--- src/rtl/gpio_pkg.sv ---
package gpio_pkg;
   typedef enum logic [1:0] {
      RSEL_NONE = 2'd0,
      RSEL_DATA = 2'd1,
      RSEL_DIR  = 2'd2,
      RSEL_PUE  = 2'd3
   } rsel_e;

   function automatic rsel_e decode_offset(input logic [7:0] addr,
                                           input logic [7:0] off_data,
                                           input logic [7:0] off_dir,
                                           input logic [7:0] off_pue);
      if (addr == off_data)     return RSEL_DATA;
      else if (addr == off_dir) return RSEL_DIR;
      else if (addr == off_pue) return RSEL_PUE;
      else                      return RSEL_NONE;
   endfunction
endpackage

--- src/rtl/gpio_reg_file.sv ---
module gpio_reg_file
   import gpio_pkg::*;
#(
   parameter int NUM_PINS = 7,
   parameter int ADDR_W   = 4,
   parameter int DATA_W   = 8,
   parameter int OFF_DATA = 0,
   parameter int OFF_DIR  = 4,
   parameter int OFF_PUE  = 8
) (
   input  logic                clk,
   input  logic                rst_n,
   input  logic                bus_sel,
   input  logic                bus_we,
   input  logic [ADDR_W-1:0]   bus_addr,
   input  logic [DATA_W-1:0]   bus_wdata,
   output rsel_e               rd_sel,
   output logic [NUM_PINS-1:0] latch_q,
   output logic [NUM_PINS-1:0] dir_q,
   output logic [NUM_PINS-1:0] pue_q
);
   localparam logic [7:0] OD = 8'(OFF_DATA);
   localparam logic [7:0] OR = 8'(OFF_DIR);
   localparam logic [7:0] OP = 8'(OFF_PUE);

   rsel_e               hit;
   logic [NUM_PINS-1:0] wfield;
   logic                wr;

   assign hit    = decode_offset(8'(bus_addr), OD, OR, OP);
   assign rd_sel = bus_sel ? hit : RSEL_NONE;
   assign wr     = bus_sel & bus_we;
   assign wfield = bus_wdata[NUM_PINS-1:0];

   always_ff @(posedge clk or negedge rst_n) begin
      if (!rst_n) begin
         latch_q <= '0;
         dir_q   <= '0;
         pue_q   <= '0;
      end else if (wr) begin
         case (hit)
            RSEL_DATA: latch_q <= wfield;
            RSEL_DIR:  dir_q   <= wfield;
            RSEL_PUE:  pue_q   <= wfield;
            default:   ;
         endcase
      end
   end
endmodule

--- src/rtl/gpio_in_sync.sv ---
module gpio_in_sync #(
   parameter int NUM_PINS = 7,
   parameter int STAGES   = 2
) (
   input  logic                clk,
   input  logic                rst_n,
   input  logic [NUM_PINS-1:0] raw,
   output logic [NUM_PINS-1:0] synced
);
   for (genvar p = 0; p < NUM_PINS; p++) begin : g_pin
      logic [STAGES-1:0] chain;
      always_ff @(posedge clk or negedge rst_n) begin
         if (!rst_n) chain <= '0;
         else        chain <= {chain[STAGES-2:0], raw[p]};
      end
      assign synced[p] = chain[STAGES-1];
   end
endmodule

--- src/rtl/gpio_rd_mux.sv ---
module gpio_rd_mux
   import gpio_pkg::*;
#(
   parameter int NUM_PINS = 7,
   parameter int DATA_W   = 8
) (
   input  rsel_e               rd_sel,
   input  logic [NUM_PINS-1:0] latch_q,
   input  logic [NUM_PINS-1:0] dir_q,
   input  logic [NUM_PINS-1:0] pue_q,
   input  logic [NUM_PINS-1:0] pin_sync,
   output logic [DATA_W-1:0]   rdata
);
   localparam int PAD_W = DATA_W - NUM_PINS;

   logic [NUM_PINS-1:0] data_view;
   logic [NUM_PINS-1:0] field;

   for (genvar b = 0; b < NUM_PINS; b++) begin : g_bit
      assign data_view[b] = dir_q[b] ? latch_q[b] : pin_sync[b];
   end

   always_comb begin
      case (rd_sel)
         RSEL_DATA: field = data_view;
         RSEL_DIR:  field = dir_q;
         RSEL_PUE:  field = pue_q;
         default:   field = '0;
      endcase
   end

   assign rdata = {{PAD_W{1'b0}}, field};
endmodule

--- src/rtl/gpio_pad_ctl.sv ---
module gpio_pad_ctl #(
   parameter int NUM_PINS = 7
) (
   input  logic [NUM_PINS-1:0] latch_q,
   input  logic [NUM_PINS-1:0] dir_q,
   input  logic [NUM_PINS-1:0] pue_q,
   output logic [NUM_PINS-1:0] pad_out,
   output logic [NUM_PINS-1:0] pad_oe,
   output logic [NUM_PINS-1:0] pad_pu_en
);
   for (genvar p = 0; p < NUM_PINS; p++) begin : g_pin
      assign pad_out[p]   = latch_q[p];
      assign pad_oe[p]    = dir_q[p];
      assign pad_pu_en[p] = pue_q[p] & ~dir_q[p];
   end
endmodule

--- src/rtl/gpio_port_ctrl.sv ---
module gpio_port_ctrl
   import gpio_pkg::*;
#(
   parameter int NUM_PINS    = 7,
   parameter int ADDR_W      = 4,
   parameter int DATA_W      = 8,
   parameter int SYNC_STAGES = 2,
   parameter int OFF_DATA    = 0,
   parameter int OFF_DIR     = 4,
   parameter int OFF_PUE     = 8
) (
   input  logic                clk,
   input  logic                rst_n,
   input  logic                bus_sel,
   input  logic                bus_we,
   input  logic [ADDR_W-1:0]   bus_addr,
   input  logic [DATA_W-1:0]   bus_wdata,
   output logic [DATA_W-1:0]   bus_rdata,
   input  logic [NUM_PINS-1:0] pad_in,
   output logic [NUM_PINS-1:0] pad_out,
   output logic [NUM_PINS-1:0] pad_oe,
   output logic [NUM_PINS-1:0] pad_pu_en
);
   localparam int ADDR_SPAN = 1 << ADDR_W;

   if (NUM_PINS < 1 || NUM_PINS >= DATA_W) begin : g_bad_width
      $error("gpio_port_ctrl: NUM_PINS must be between 1 and DATA_W-1");
   end
   if (SYNC_STAGES < 2) begin : g_bad_sync
      $error("gpio_port_ctrl: SYNC_STAGES must be at least 2");
   end
   if (ADDR_W > 8 || OFF_DATA >= ADDR_SPAN || OFF_DIR >= ADDR_SPAN || OFF_PUE >= ADDR_SPAN) begin : g_bad_off
      $error("gpio_port_ctrl: register offsets do not fit the address width");
   end
   if (OFF_DATA == OFF_DIR || OFF_DATA == OFF_PUE || OFF_DIR == OFF_PUE) begin : g_dup_off
      $error("gpio_port_ctrl: register offsets must be distinct");
   end

   rsel_e               rd_sel;
   logic [NUM_PINS-1:0] latch_q;
   logic [NUM_PINS-1:0] dir_q;
   logic [NUM_PINS-1:0] pue_q;
   logic [NUM_PINS-1:0] pin_sync;

   gpio_reg_file #(
      .NUM_PINS(NUM_PINS), .ADDR_W(ADDR_W), .DATA_W(DATA_W),
      .OFF_DATA(OFF_DATA), .OFF_DIR(OFF_DIR), .OFF_PUE(OFF_PUE)
   ) u_regs (
      .clk(clk), .rst_n(rst_n), .bus_sel(bus_sel), .bus_we(bus_we),
      .bus_addr(bus_addr), .bus_wdata(bus_wdata), .rd_sel(rd_sel),
      .latch_q(latch_q), .dir_q(dir_q), .pue_q(pue_q)
   );

   gpio_in_sync #(.NUM_PINS(NUM_PINS), .STAGES(SYNC_STAGES)) u_sync (
      .clk(clk), .rst_n(rst_n), .raw(pad_in), .synced(pin_sync)
   );

   gpio_rd_mux #(.NUM_PINS(NUM_PINS), .DATA_W(DATA_W)) u_rmux (
      .rd_sel(rd_sel), .latch_q(latch_q), .dir_q(dir_q), .pue_q(pue_q),
      .pin_sync(pin_sync), .rdata(bus_rdata)
   );

   gpio_pad_ctl #(.NUM_PINS(NUM_PINS)) u_pads (
      .latch_q(latch_q), .dir_q(dir_q), .pue_q(pue_q),
      .pad_out(pad_out), .pad_oe(pad_oe), .pad_pu_en(pad_pu_en)
   );
endmodule

--- config.mk ---
export PLATFORM = sky130hd
export DESIGN_NAME = gpio_port_ctrl
export DESIGN_NICKNAME = d
export VERILOG_FILES = /design/src/rtl/gpio_pkg.sv /design/src/rtl/gpio_reg_file.sv /design/src/rtl/gpio_in_sync.sv /design/src/rtl/gpio_rd_mux.sv /design/src/rtl/gpio_pad_ctl.sv /design/src/rtl/gpio_port_ctrl.sv
export SDC_FILE = /design/constraint.sdc
export NUM_CORES = 1
export LEC_CHECK = 0
export ABC_CLOCK_PERIOD_IN_PS = 1400
export BUFFER_PORTS_ARGS = -buffer_cell sky130_fd_sc_hd__buf_2
export CORE_MARGIN = 1.5
export CORE_UTILIZATION = 50
export CTS_BUF_LIST = sky130_fd_sc_hd__clkbuf_4 sky130_fd_sc_hd__clkbuf_8
export CTS_CLUSTER_SIZE = 24
export DETAILED_ROUTE_END_ITERATION = 8
export PLACE_DENSITY = 0.79
export SKIP_CTS_REPAIR_TIMING = 1
export SLEW_MARGIN = 20
export SYNTH_ARGS = -nofsm -noshare
export SYNTH_HDL_FRONTEND = slang
export SYNTH_SLANG_ARGS = --single-unit
--- constraint.sdc ---
create_clock -name clk -period 1.4 [get_ports clk]
set_clock_uncertainty 0.1 [all_clocks]
set_input_delay 0.28 -clock clk [delete_from_list [all_inputs] [get_ports clk]]
set_output_delay 0.28 -clock clk [all_outputs]
set_load 0.01 [all_outputs]
==> run metrics, run 1 <==
status finished with violations; violated checks negative setup slack; Post-Syn Nets about 130; vias per cell approximately 5.3; Placer Congestion approximately 0.75; Clock Tree Root clkbuf_4; fmax just under 600 MHz; CTS tree built; endpoint of the worst register-to-register path u_regs.dir_q[6]; fin nets around 190; first-pass GRT wire length 4581 um; setup total negative slack -1.619 ns; clock sinks 35; gr ovfl total 0; DIE HEIGHT around 57 um; final setup vio count 10; reg-to-reg critical path startpoint u_regs.dir_q[6]; Yosys reg bits 35; final worst path period need roughly 1.7 ns; max_cap viols 0; io pins 52; Max Root-Sink Buffers 2; period utilization 119.8%; global-route total usage across every layer between 10% and 20%; H-tree levels 2; share of layout cells above drive strength 1 a little over half; Sw Pwr ~0.66 mW; Hold Crit Depth 2; Post-Syn Area around 1400 um^2; Peak VDD IR 1.080 mV; Hold Path Class in2reg; Port Buffer Count 49; CTS buffer count 5; CP endpoint kind output pin; Antenna Nets Post-Route 0; Final Hold Viols 0; crit path launch type flip-flop; Register-to-Register Path Depth 1; Critical Path, Cell by Cell o21ai_1 -> o21ai_1 -> a22o_1 -> buf_2; Clk pwr share between 20% and 30%; Final Max Slew Viols 0; Synth cell types 17; RSZ-0062 raised after global routing yes; Hold EP u_regs.latch_q[6]; Clock Latency Late Sink 0.33 ns; wire per inst 14.37 um; switching part of the total between 20% and 30%; Starting Density 52.59%; Buf/Inv on CP 1; clock-pin slew on the worst setup and hold paths roughly 0.11 ns; PwrDens ~1200 nW/um^2; Die Wd 56.62 um; detailed-route via count ~1.1k; LEAKAGE around 0.99 nW; YS warnings 0; Setup CP Type reg2out; initial antenna violation count 0; Tot Pwr between 2 and 2.5 mW; final worst setup slack -0.2767 ns; WP data arrival between 1 and 1.5 ns; critical path required time around 1.0 ns; Final HPWL DP 2038 um; TritonRoute pass-1 iters 4; worst reg2reg setup slack roughly 0.47 ns; vias in the first global route ~1000; area delta synth->final 33.86%; sequential share of power between 50 and 60%; row cnt 19; Worst Hold Launch bus_wdata[6]; # DRC 0; Crit path max-delay family flip-flops; Core ar. between 2000 and 3000 um^2; largest net degree at the start of global routing 22; Initial DRC Count 22; combinational share of power a little over a fifth; slowest library cell on the worst path dfrtp_1; Avg Cell Area, Syn about 14 um^2; diode count 0; worst-path maximum fanout 5; Pint 1.715 mW; DIE AREA around 3200 um^2; most used cell, CP o21ai_1; Crit path largest cell delay 0.44 ns; drt total wl 2918 um; sequential area share after synthesis 60.92%; Cells after Synth ~100
==> registers in the layout (all words and copies together), names as in the netlist <==
signal and flops:
u_regs.dir_q 7, u_regs.latch_q 7, u_regs.pue_q 7, u_sync.g_pin.chain 14
==> layer usage <==
metal  share of wire (%)  GRT usage, %  vias up  routed length [um]
met3                 6.8         6.452        7                 199
met4                 2.8         9.184        0                  82
met1                  42         25.51      511                1211
met5                   0             0        -                   0
met2                  49         29.73       46                1424
li1                    -             -      503                   -
==> layout make-up <==
class	count	area, um^2
clock buffers	7	65.06
clock inverters	1	7.507
fillers	211	809.5
multi-input cells	66	554.3
flip-flops and latches	35	875.8
well taps	31	38.79
repair buffers	63	382.9
==> stage by stage <==
stage	cell area, um^2	hold slack (ns)	utilization, %	worst slack (ns)	std cells
final	1924	0.09774	70.39	-0.2767	203
after global routing	1924	0.08635	70.39	-0.3642	203
after CTS	1844	-0.2745	67.46	-0.3749	195
after detailed placement	1772	0.1085	64.81	-0.2043	187
after global placement	1772	0.1012	64.81	-0.1945	187
after floorplan	1446	-0.1156	-	0.01715	104
==> synthesized netlist by cell type (all sizes together) <==
cell    count  share of area (%)
a22o        7                4.3
mux2       21                 16
nand3b      1                1.4
clkbuf      1               0.26
nor2b       8                3.7
and3        1               0.44
nor4b       1                1.0
dfrtp      35                 61
nand2b      7                3.0
nor2        2               0.52
and4bb      1                1.1
o21ai      14                4.9
nand2       2               0.87
conb        1               0.26
buf         2               0.87
==> layout by cell type (no fill, tap or decap) <==
| cell | count |
|---|---|
| buf_2 | 49 |
| nor4b_4 | 1 |
| and3_1 | 1 |
| nor2_1 | 2 |
| dfrtp_1 | 35 |
| conb_1 | 1 |
| dlygate4sd3_1 | 8 |
| and4bb_4 | 1 |
| nand3b_4 | 1 |
| clkbuf_8 | 2 |
| nor2b_1 | 7 |
| buf_4 | 5 |
| clkinvlp_4 | 1 |
| nand2b_1 | 7 |
| nand2_2 | 2 |
| a22o_1 | 7 |
| mux2_2 | 21 |
| clkbuf_4 | 5 |
| buf_12 | 1 |
| o21ai_1 | 14 |
| nor2b_2 | 1 |
==> worst max path at each step <==
stage,from,end,slack (ns),cells past startpoint
floorplan,bus_addr[3],bus_rdata[0],0.02,4
global placement,bus_addr[3],bus_rdata[1],-0.19,5
detailed placement,bus_addr[2],bus_rdata[6],-0.20,6
CTS,u_regs.latch_q[6],bus_rdata[6],-0.37,4
global route,u_regs.dir_q[6],bus_rdata[6],-0.36,4
finish,u_regs.dir_q[6],bus_rdata[6],-0.28,4
==> kinds of logic (layout without fill, tap and decap cells) <==
kind of cell	after synthesis	in the layout	synth area share (%)
buffers and inverters	3	71	1.131
AOI/OAI and AO/OA	21	21	9.139
other	1	1	0.2608
and+or+nand+nor	23	23	12.10
DFF	35	35	60.92
muxes	21	21	16.45
==> power groups by stage <==
stage	Clock (mW)	Sequential [mW]	Combinational, mW
detailed placement	0	1.27	0.478
global route	0.674	1.28	0.542
floorplan	0	1.29	0.219
global placement	0	1.26	0.464
CTS	0.643	1.25	0.480
finish	0.619	1.26	0.497
Note: power is estimated with default switching activity, not from simulation.
==> inputs of run 2 (changes only) <==
- ABC_AREA: unset -> 1
- ABC_CLOCK_PERIOD_IN_PS: 1400 -> 2000
- CORE_UTILIZATION: 50 -> 56
- PLACE_DENSITY: 0.79 -> 0.86
- clock period: 1.4 -> 2 ns (I/O delays scaled with it)
==> run 2 against run 1 <==
Effect of this change: the flow now finishes without violations; sequential power fell by 30%; first-iteration DRC count rose by 100%; worst setup slack improved by 0.52 ns; sequential cell count did not move; largest power group unchanged.
==> run metrics, run 2 <==
combinational share of power 22.3% (was 20.9%); Min Hold Slack 0.05842 ns (was 0.09774 ns); fin area 1966 um^2 (was 1924 um^2); Port Buffer Count 49 (unchanged); Initial DRC Count 44 (was 22); DIE HEIGHT 56.98 um (was 56.62 um); CP Launch Point bus_addr[1] (was u_regs.dir_q[6]); Sw Pwr 0.5081 mW (was 0.6584 mW); Die Wd 56.98 um (was 56.62 um); CP endpoint kind output pin (unchanged); synth top area cells dfrtp_1, nand2_1, o21ai_2, nand4_1, inv_1 (was dfrtp_1, mux2_2, o21ai_0, a22o_1, nand2b_1); Max Root-Sink Buffers 2 (unchanged); Critical Path, Cell by Cell buf_2 -> nor2_4 -> nand4_1 -> nand3_1 -> buf_2 (was o21ai_1 -> o21ai_1 -> a22o_1 -> buf_2); final core utilization 71.28% (was 70.39%); share of the synthesized area in the top cell type 53.68% (was 60.92%); asr flop ratio synth 100.0% (unchanged); Final HPWL DP 2176 um (was 2038 um); Crit path max-delay family simple AND/OR/NAND/NOR gates (was flip-flops); drt total wl 3087 um (was 2918 um); first-pass GRT wire length 5278 um (was 4581 um); reg-to-reg critical path startpoint u_regs.dir_q[3] (was u_regs.dir_q[6]); Post-Syn Nets 199 (was 127); max reg flops 14 (unchanged); WP data arrival 1.26 ns (was 1.30 ns); global-route total usage across every layer 21.26% (was 19.60%); share of layout cells above drive strength 1 37.07% (was 52.33%); Pint 1.118 mW (was 1.715 mW); fin nets 254 (was 194); DIE AREA 3246 um^2 (was 3206 um^2); Tot Pwr 1.626 mW (was 2.373 mW); crit path launch type input pin (was flip-flop); Hold EP u_sync.g_pin[5].chain[0] (was u_regs.latch_q[6]); Core ar. 2758 um^2 (was 2734 um^2); H-tree levels 2 (unchanged); Reg with most FFs u_sync.g_pin.chain (unchanged); final worst path period need 1.759 ns; area delta synth->final 20.48% (was 33.86%); Cells after Synth 176 (was 104); initial antenna violation count 0 (unchanged); Buf/Inv on CP 2 (was 1); Crit path largest cell delay 0.32 ns (was 0.44 ns); status complete, no violations (was finished with violations); TritonRoute pass-1 iters 4 (unchanged); M2 GR Usage 36.12% (was 29.73%); period utilization 87.94%; area leader, netlist dfrtp_1 (unchanged); max_cap viols 0 (unchanged); grt met3 use 4.989% (was 6.452%); top_reg_cell synth dfrtp_1 (unchanged); sequential share of power 54.3% (was 53.0%); LEAKAGE 1.066 nW (was 0.9905 nW); detailed-route via count 1363 (was 1067); vias per cell 5.183 (was 5.256); Clock Tree Root clkbuf_4 (unchanged); most frequent cells in the layout buf_2, nand2_1, dfrtp_1 (was buf_2, dfrtp_1, mux2_2); # DRC 0 (unchanged); Clock Latency Late Sink 0.33 ns (about the same); Hold Path Class in2reg (unchanged); io pins 52 (unchanged); Starting Density 59.17% (was 52.59%); PwrDens 827.2 nW/um^2 (was 1233 nW/um^2); number of synthesized flops with an enable pin 0 (unchanged); Antenna Nets Post-Route 0 (unchanged); post-placement cell area 1898 um^2 (was 1772 um^2); Yosys reg bits 35 (unchanged); count leader, synth nand2_1 (was dfrtp_1); wire per inst 11.74 um (was 14.37 um); Peak VDD IR 0.8016 mV (was 1.080 mV); Synth top cells by count nand2_1, dfrtp_1, inv_1 (was dfrtp_1, mux2_2, o21ai_0); switching part of the total 31.25% (was 27.74%); Worst Hold Launch pad_in[5] (was bus_wdata[6]); Avg Cell Area, Syn 9.270 um^2 (was 13.82 um^2); CTS tree built (unchanged); Placer Congestion 0.7575 (was 0.7495); largest net degree at the start of global routing 36 (was 22); CTS buffer count 5 (unchanged); clock-pin slew on the worst setup and hold paths 0.10 ns (was 0.11 ns); row cnt 19 (unchanged); Final Hold Viols 0 (unchanged); vias in the first global route 1270 (was 998); clock sinks 35 (unchanged); Post-Syn Area 1632 um^2 (was 1438 um^2); slowest library cell on the worst path nor2_4 (was dfrtp_1); gr ovfl total 0 (unchanged); global routing's busiest layer met2 (unchanged); endpoint of the worst register-to-register path u_regs.dir_q[3] (was u_regs.dir_q[6]); worst reg2reg setup slack 1.17 ns (was 0.47 ns); most common cell after layout, fill and taps aside buf_2 (unchanged); Clk pwr share 23.4% (was 26.1%); met1 GRT Util 25.23% (was 25.51%); diode count 0 (unchanged); Setup CP Type in2out (was reg2out); YS warnings 0 (unchanged); fmax between 500 and 600 MHz; most used cell, CP buf_2 (was o21ai_1); final setup vio count 0 (was 10); sequential area share after synthesis 53.68% (was 60.92%); setup total negative slack 0 ns (was -1.619 ns); Hold Crit Depth 1 (was 2); RSZ-0062 raised after global routing no (was yes); Register-to-Register Path Depth 2 (was 1); worst-path maximum fanout 15 (was 5); critical path required time 1.50 ns (was 1.02 ns); Final Max Slew Viols 0 (unchanged); Synth cell types 17 (unchanged)
run 2: cell types whose count changed after synthesis, sizes merged, moves of 5 or more:
| cell | delta |
|---|---|
| nor2 | +10 |
| inv | +25 |
| a22o | -7 |
| nand2 | +42 |
| nand4 | +14 |
| buf | +5 |
| nand2b | -7 |
| o21ai | +7 |
| nor2b | -8 |
| nand3 | +17 |
| mux2 | -21 |
run 2: per-layer routing:
| metal | up-vias | share of wire [%] | routed length (um) |
|---|---|---|---|
| met5 | - | 0 | 0 |
| met3 | 8 | 4.0 | 125 |
| li1 | 684 | - | - |
| met1 | 637 | 43 | 1314 |
| met2 | 34 | 51 | 1582 |
| met4 | 0 | 2.1 | 65 |
run 2: worst max path at each step:
| stage | endpoint | slack, ns | cells past startpoint |
|---|---|---|---|
| 3_3_place_gp | bus_rdata[6] | 0.30 | 5 |
| 2_1_floorplan | bus_rdata[0] | 0.41 | 4 |
| 4_1_cts | bus_rdata[4] | 0.24 | 6 |
| 3_5_place_dp | bus_rdata[4] | 0.27 | 5 |
| 5_1_grt | bus_rdata[1] | 0.14 | 6 |
| 6_report | bus_rdata[4] | 0.24 | 5 |
run 2: kinds of logic (layout without fill, tap and decap cells):
kind of cell | Yosys count | in the layout | synth area share [%]
simple gates | 87 | 87 | 27.30
flops | 35 | 35 | 53.68
buf+inv | 32 | 88 | 9.126
compound gates | 21 | 21 | 9.663
other cells | 1 | 1 | 0.2298
run 2: area by class of cell:
class	count	area, um^2
fill	234	792.0
tap	31	38.79
clock buffer	7	52.55
clock inverter	1	5.005
inverter	25	93.84
timing repair buffer	55	292.8
multi-input combinational	109	606.8
sequential	35	875.8
run 2: through the flow:
step	cells	setup slack (ns)
2_1_floorplan	176	0.4067
5_1_grt	263	0.1448
6_report	263	0.2411
4_1_cts	262	0.2365
3_3_place_gp	254	0.3032
3_5_place_dp	254	0.2700
run 2: power by group through the flow:
stage	Sequential, mW	Clock (mW)	Combinational [mW]
after floorplan	0.908	0	0.194
after global placement	0.893	0	0.355
after detailed placement	0.896	0	0.365
after CTS	0.882	0.396	0.366
after global routing	0.899	0.427	0.408
final	0.882	0.381	0.363
run 2: worst reg2reg max path, cell delays in order, from the launching register on:
cell	delay (ns)
dfrtp_1	0.45
nand2_1	0.11
o21ai_2	0.06
==> inputs of run 3 (changes only) <==
- PLACE_DENSITY: 0.86 -> 0.84
==> run 3 against run 2 <==
Effect of this change: via count decreased by 2.6%; cell count fell by 1.5%; largest power group unchanged; sequential cell count is the same; global-route usage up 0.71 points; total power shrank 2.8%; final area shrank 1.5%.
==> run metrics, run 3 (synthesis results as in run 2) <==
Tot Pwr 1.580 mW (was 1.626 mW); Final HPWL DP 2219 um (was 2176 um); final worst setup slack 0.2473 ns (was 0.2411 ns); Relative slew margins between 50% and 60%; Min Hold Slack 0.03212 ns (was 0.05842 ns); fin nets 252 (was 254); # DRC 0 (unchanged); Core ar. 2758 um^2 (unchanged); Starting Density 59.17% (unchanged); drt total wl 3124 um (was 3087 um); final core utilization 70.19% (was 71.28%); critical path required time 1.50 ns (about the same); Peak VDD IR 0.7579 mV (was 0.8016 mV); Clock Tree Root clkbuf_4 (unchanged); Hold Path Class in2async (was in2reg); largest net degree at the start of global routing 36 (unchanged); final worst path period need 1.753 ns (was 1.759 ns); wire per inst 12.06 um (was 11.74 um); worst-path maximum fanout 15 (unchanged); TritonRoute pass-1 iters 4 (unchanged); RSZ-0062 raised after global routing no (unchanged); most frequent cells in the layout buf_2, nand2_1, dfrtp_1 (unchanged); max_cap viols 0 (unchanged); max reg flops 14 (unchanged); setup total negative slack 0 ns (unchanged); fin area 1936 um^2 (was 1966 um^2); first-pass GRT wire length 5306 um (was 5278 um); row cnt 19 (unchanged); Initial DRC Count 68 (was 44); LEAKAGE 1.049 nW (was 1.066 nW); vias in the first global route 1189 (was 1270); Clock Latency Late Sink 0.32 ns (was 0.33 ns); area delta synth->final 18.64% (was 20.48%); CTS tree built (unchanged); Crit path max-delay family simple AND/OR/NAND/NOR gates (unchanged); most common cell after layout, fill and taps aside buf_2 (unchanged); CTS buffer count 5 (unchanged); fin cells 259 (was 263); Final Max Slew Viols 0 (unchanged); final setup vio count 0 (unchanged); crit path launch type input pin (unchanged); WP data arrival 1.25 ns (was 1.26 ns); diode count 0 (unchanged); fmax 570.6 MHz (was 568.5 MHz); Antenna Nets Post-Route 0 (unchanged); PwrDens 816.1 nW/um^2 (was 827.2 nW/um^2); global-route total usage across every layer 21.97% (was 21.26%); Max Root-Sink Buffers 2 (unchanged); H-tree levels 2 (unchanged); fillers 230 (was 234); gr ovfl total 0 (unchanged); status complete, no violations (unchanged); Placed Cells 253 (was 254); most used cell, CP buf_2 (unchanged); Buf/Inv on CP 2 (unchanged); Post-Place Worst Slack 0.2752 ns (was 0.2700 ns); share of layout cells above drive strength 1 36.40% (was 37.07%); post-placement cell area 1891 um^2 (was 1898 um^2); io pins 52 (unchanged); Final Hold Viols 0 (unchanged); detailed-route via count 1328 (was 1363); Placer Congestion 0.7244 (was 0.7575); vias per cell 5.127 (was 5.183); initial antenna violation count 0 (unchanged); Crit path largest cell delay 0.31 ns (was 0.32 ns); slowest library cell on the worst path nor2_4 (unchanged); Die Wd 56.98 um (unchanged); Reg with most FFs u_sync.g_pin.chain (unchanged); period utilization 87.63% (was 87.94%); clock-pin slew on the worst setup and hold paths 0.09 ns (was 0.10 ns); Setup CP Type in2out (unchanged); clock sinks 35 (unchanged); DIE HEIGHT 56.98 um (unchanged); worst slew pin tran around 0.74 ns; Port Buffer Count 49 (unchanged); DIE AREA 3246 um^2 (unchanged); Critical Path, Cell by Cell buf_2 -> nor2_4 -> nand4_1 -> nand3_1 -> buf_2 (unchanged); CP endpoint kind output pin (unchanged)
==> run 3: area by class of cell <==
type	count	area [um^2]	share of cell area (%)
inverters	25	93.84	4.848
multi-input cells	109	606.8	31.35
flip-flops and latches	35	875.8	45.25
well taps	31	38.79	2.004
clock buffers	6	45.04	2.327
repair buffers	53	275.3	14.22
==> run 3: worst register-to-register path, delay by kind of cell (launching register included) <==
kind	cells	cell delay, ns
flip-flops	1	0.45
AND/OR/NAND/NOR	1	0.11
AO/OA/AOI/OAI	1	0.06
==> run 3: final timing paths <==
check	from	end	slack, ns	cells past startpoint
hold reg to reg	u_sync.g_pin[0].chain[0]	u_sync.g_pin[0].chain[1]	0.25	0
setup reg to reg	u_regs.dir_q[6]	u_regs.dir_q[6]	1.17	2
max in group asynchronous	rst_n	u_sync.g_pin[3].chain[1]	1.29	1
setup / recovery	bus_addr[1]	bus_rdata[1]	0.25	5
hold / removal	rst_n	u_regs.dir_q[6]	0.03	1
min in group clk	pad_in[2]	u_sync.g_pin[2].chain[0]	0.07	1
==> run 3: per-layer routing <==
layer / vias up / share of wire [%] / track usage (%)
met4: 0 / 1.4 / 7.973
met5: - / 0 / 0
li1: 674 / - / -
met1: 601 / 41 / 27.93
met2: 48 / 51 / 35.30
met3: 5 / 6.7 / 7.483
==> run 3: where the power goes <==
part / internal [mW] / switching, mW / total [mW]
clock network: 0.138 / 0.199 / 0.338
logic: 0.152 / 0.211 / 0.363
registers: 0.800 / 0.0795 / 0.879
total: 1.09 / 0.490 / 1.58
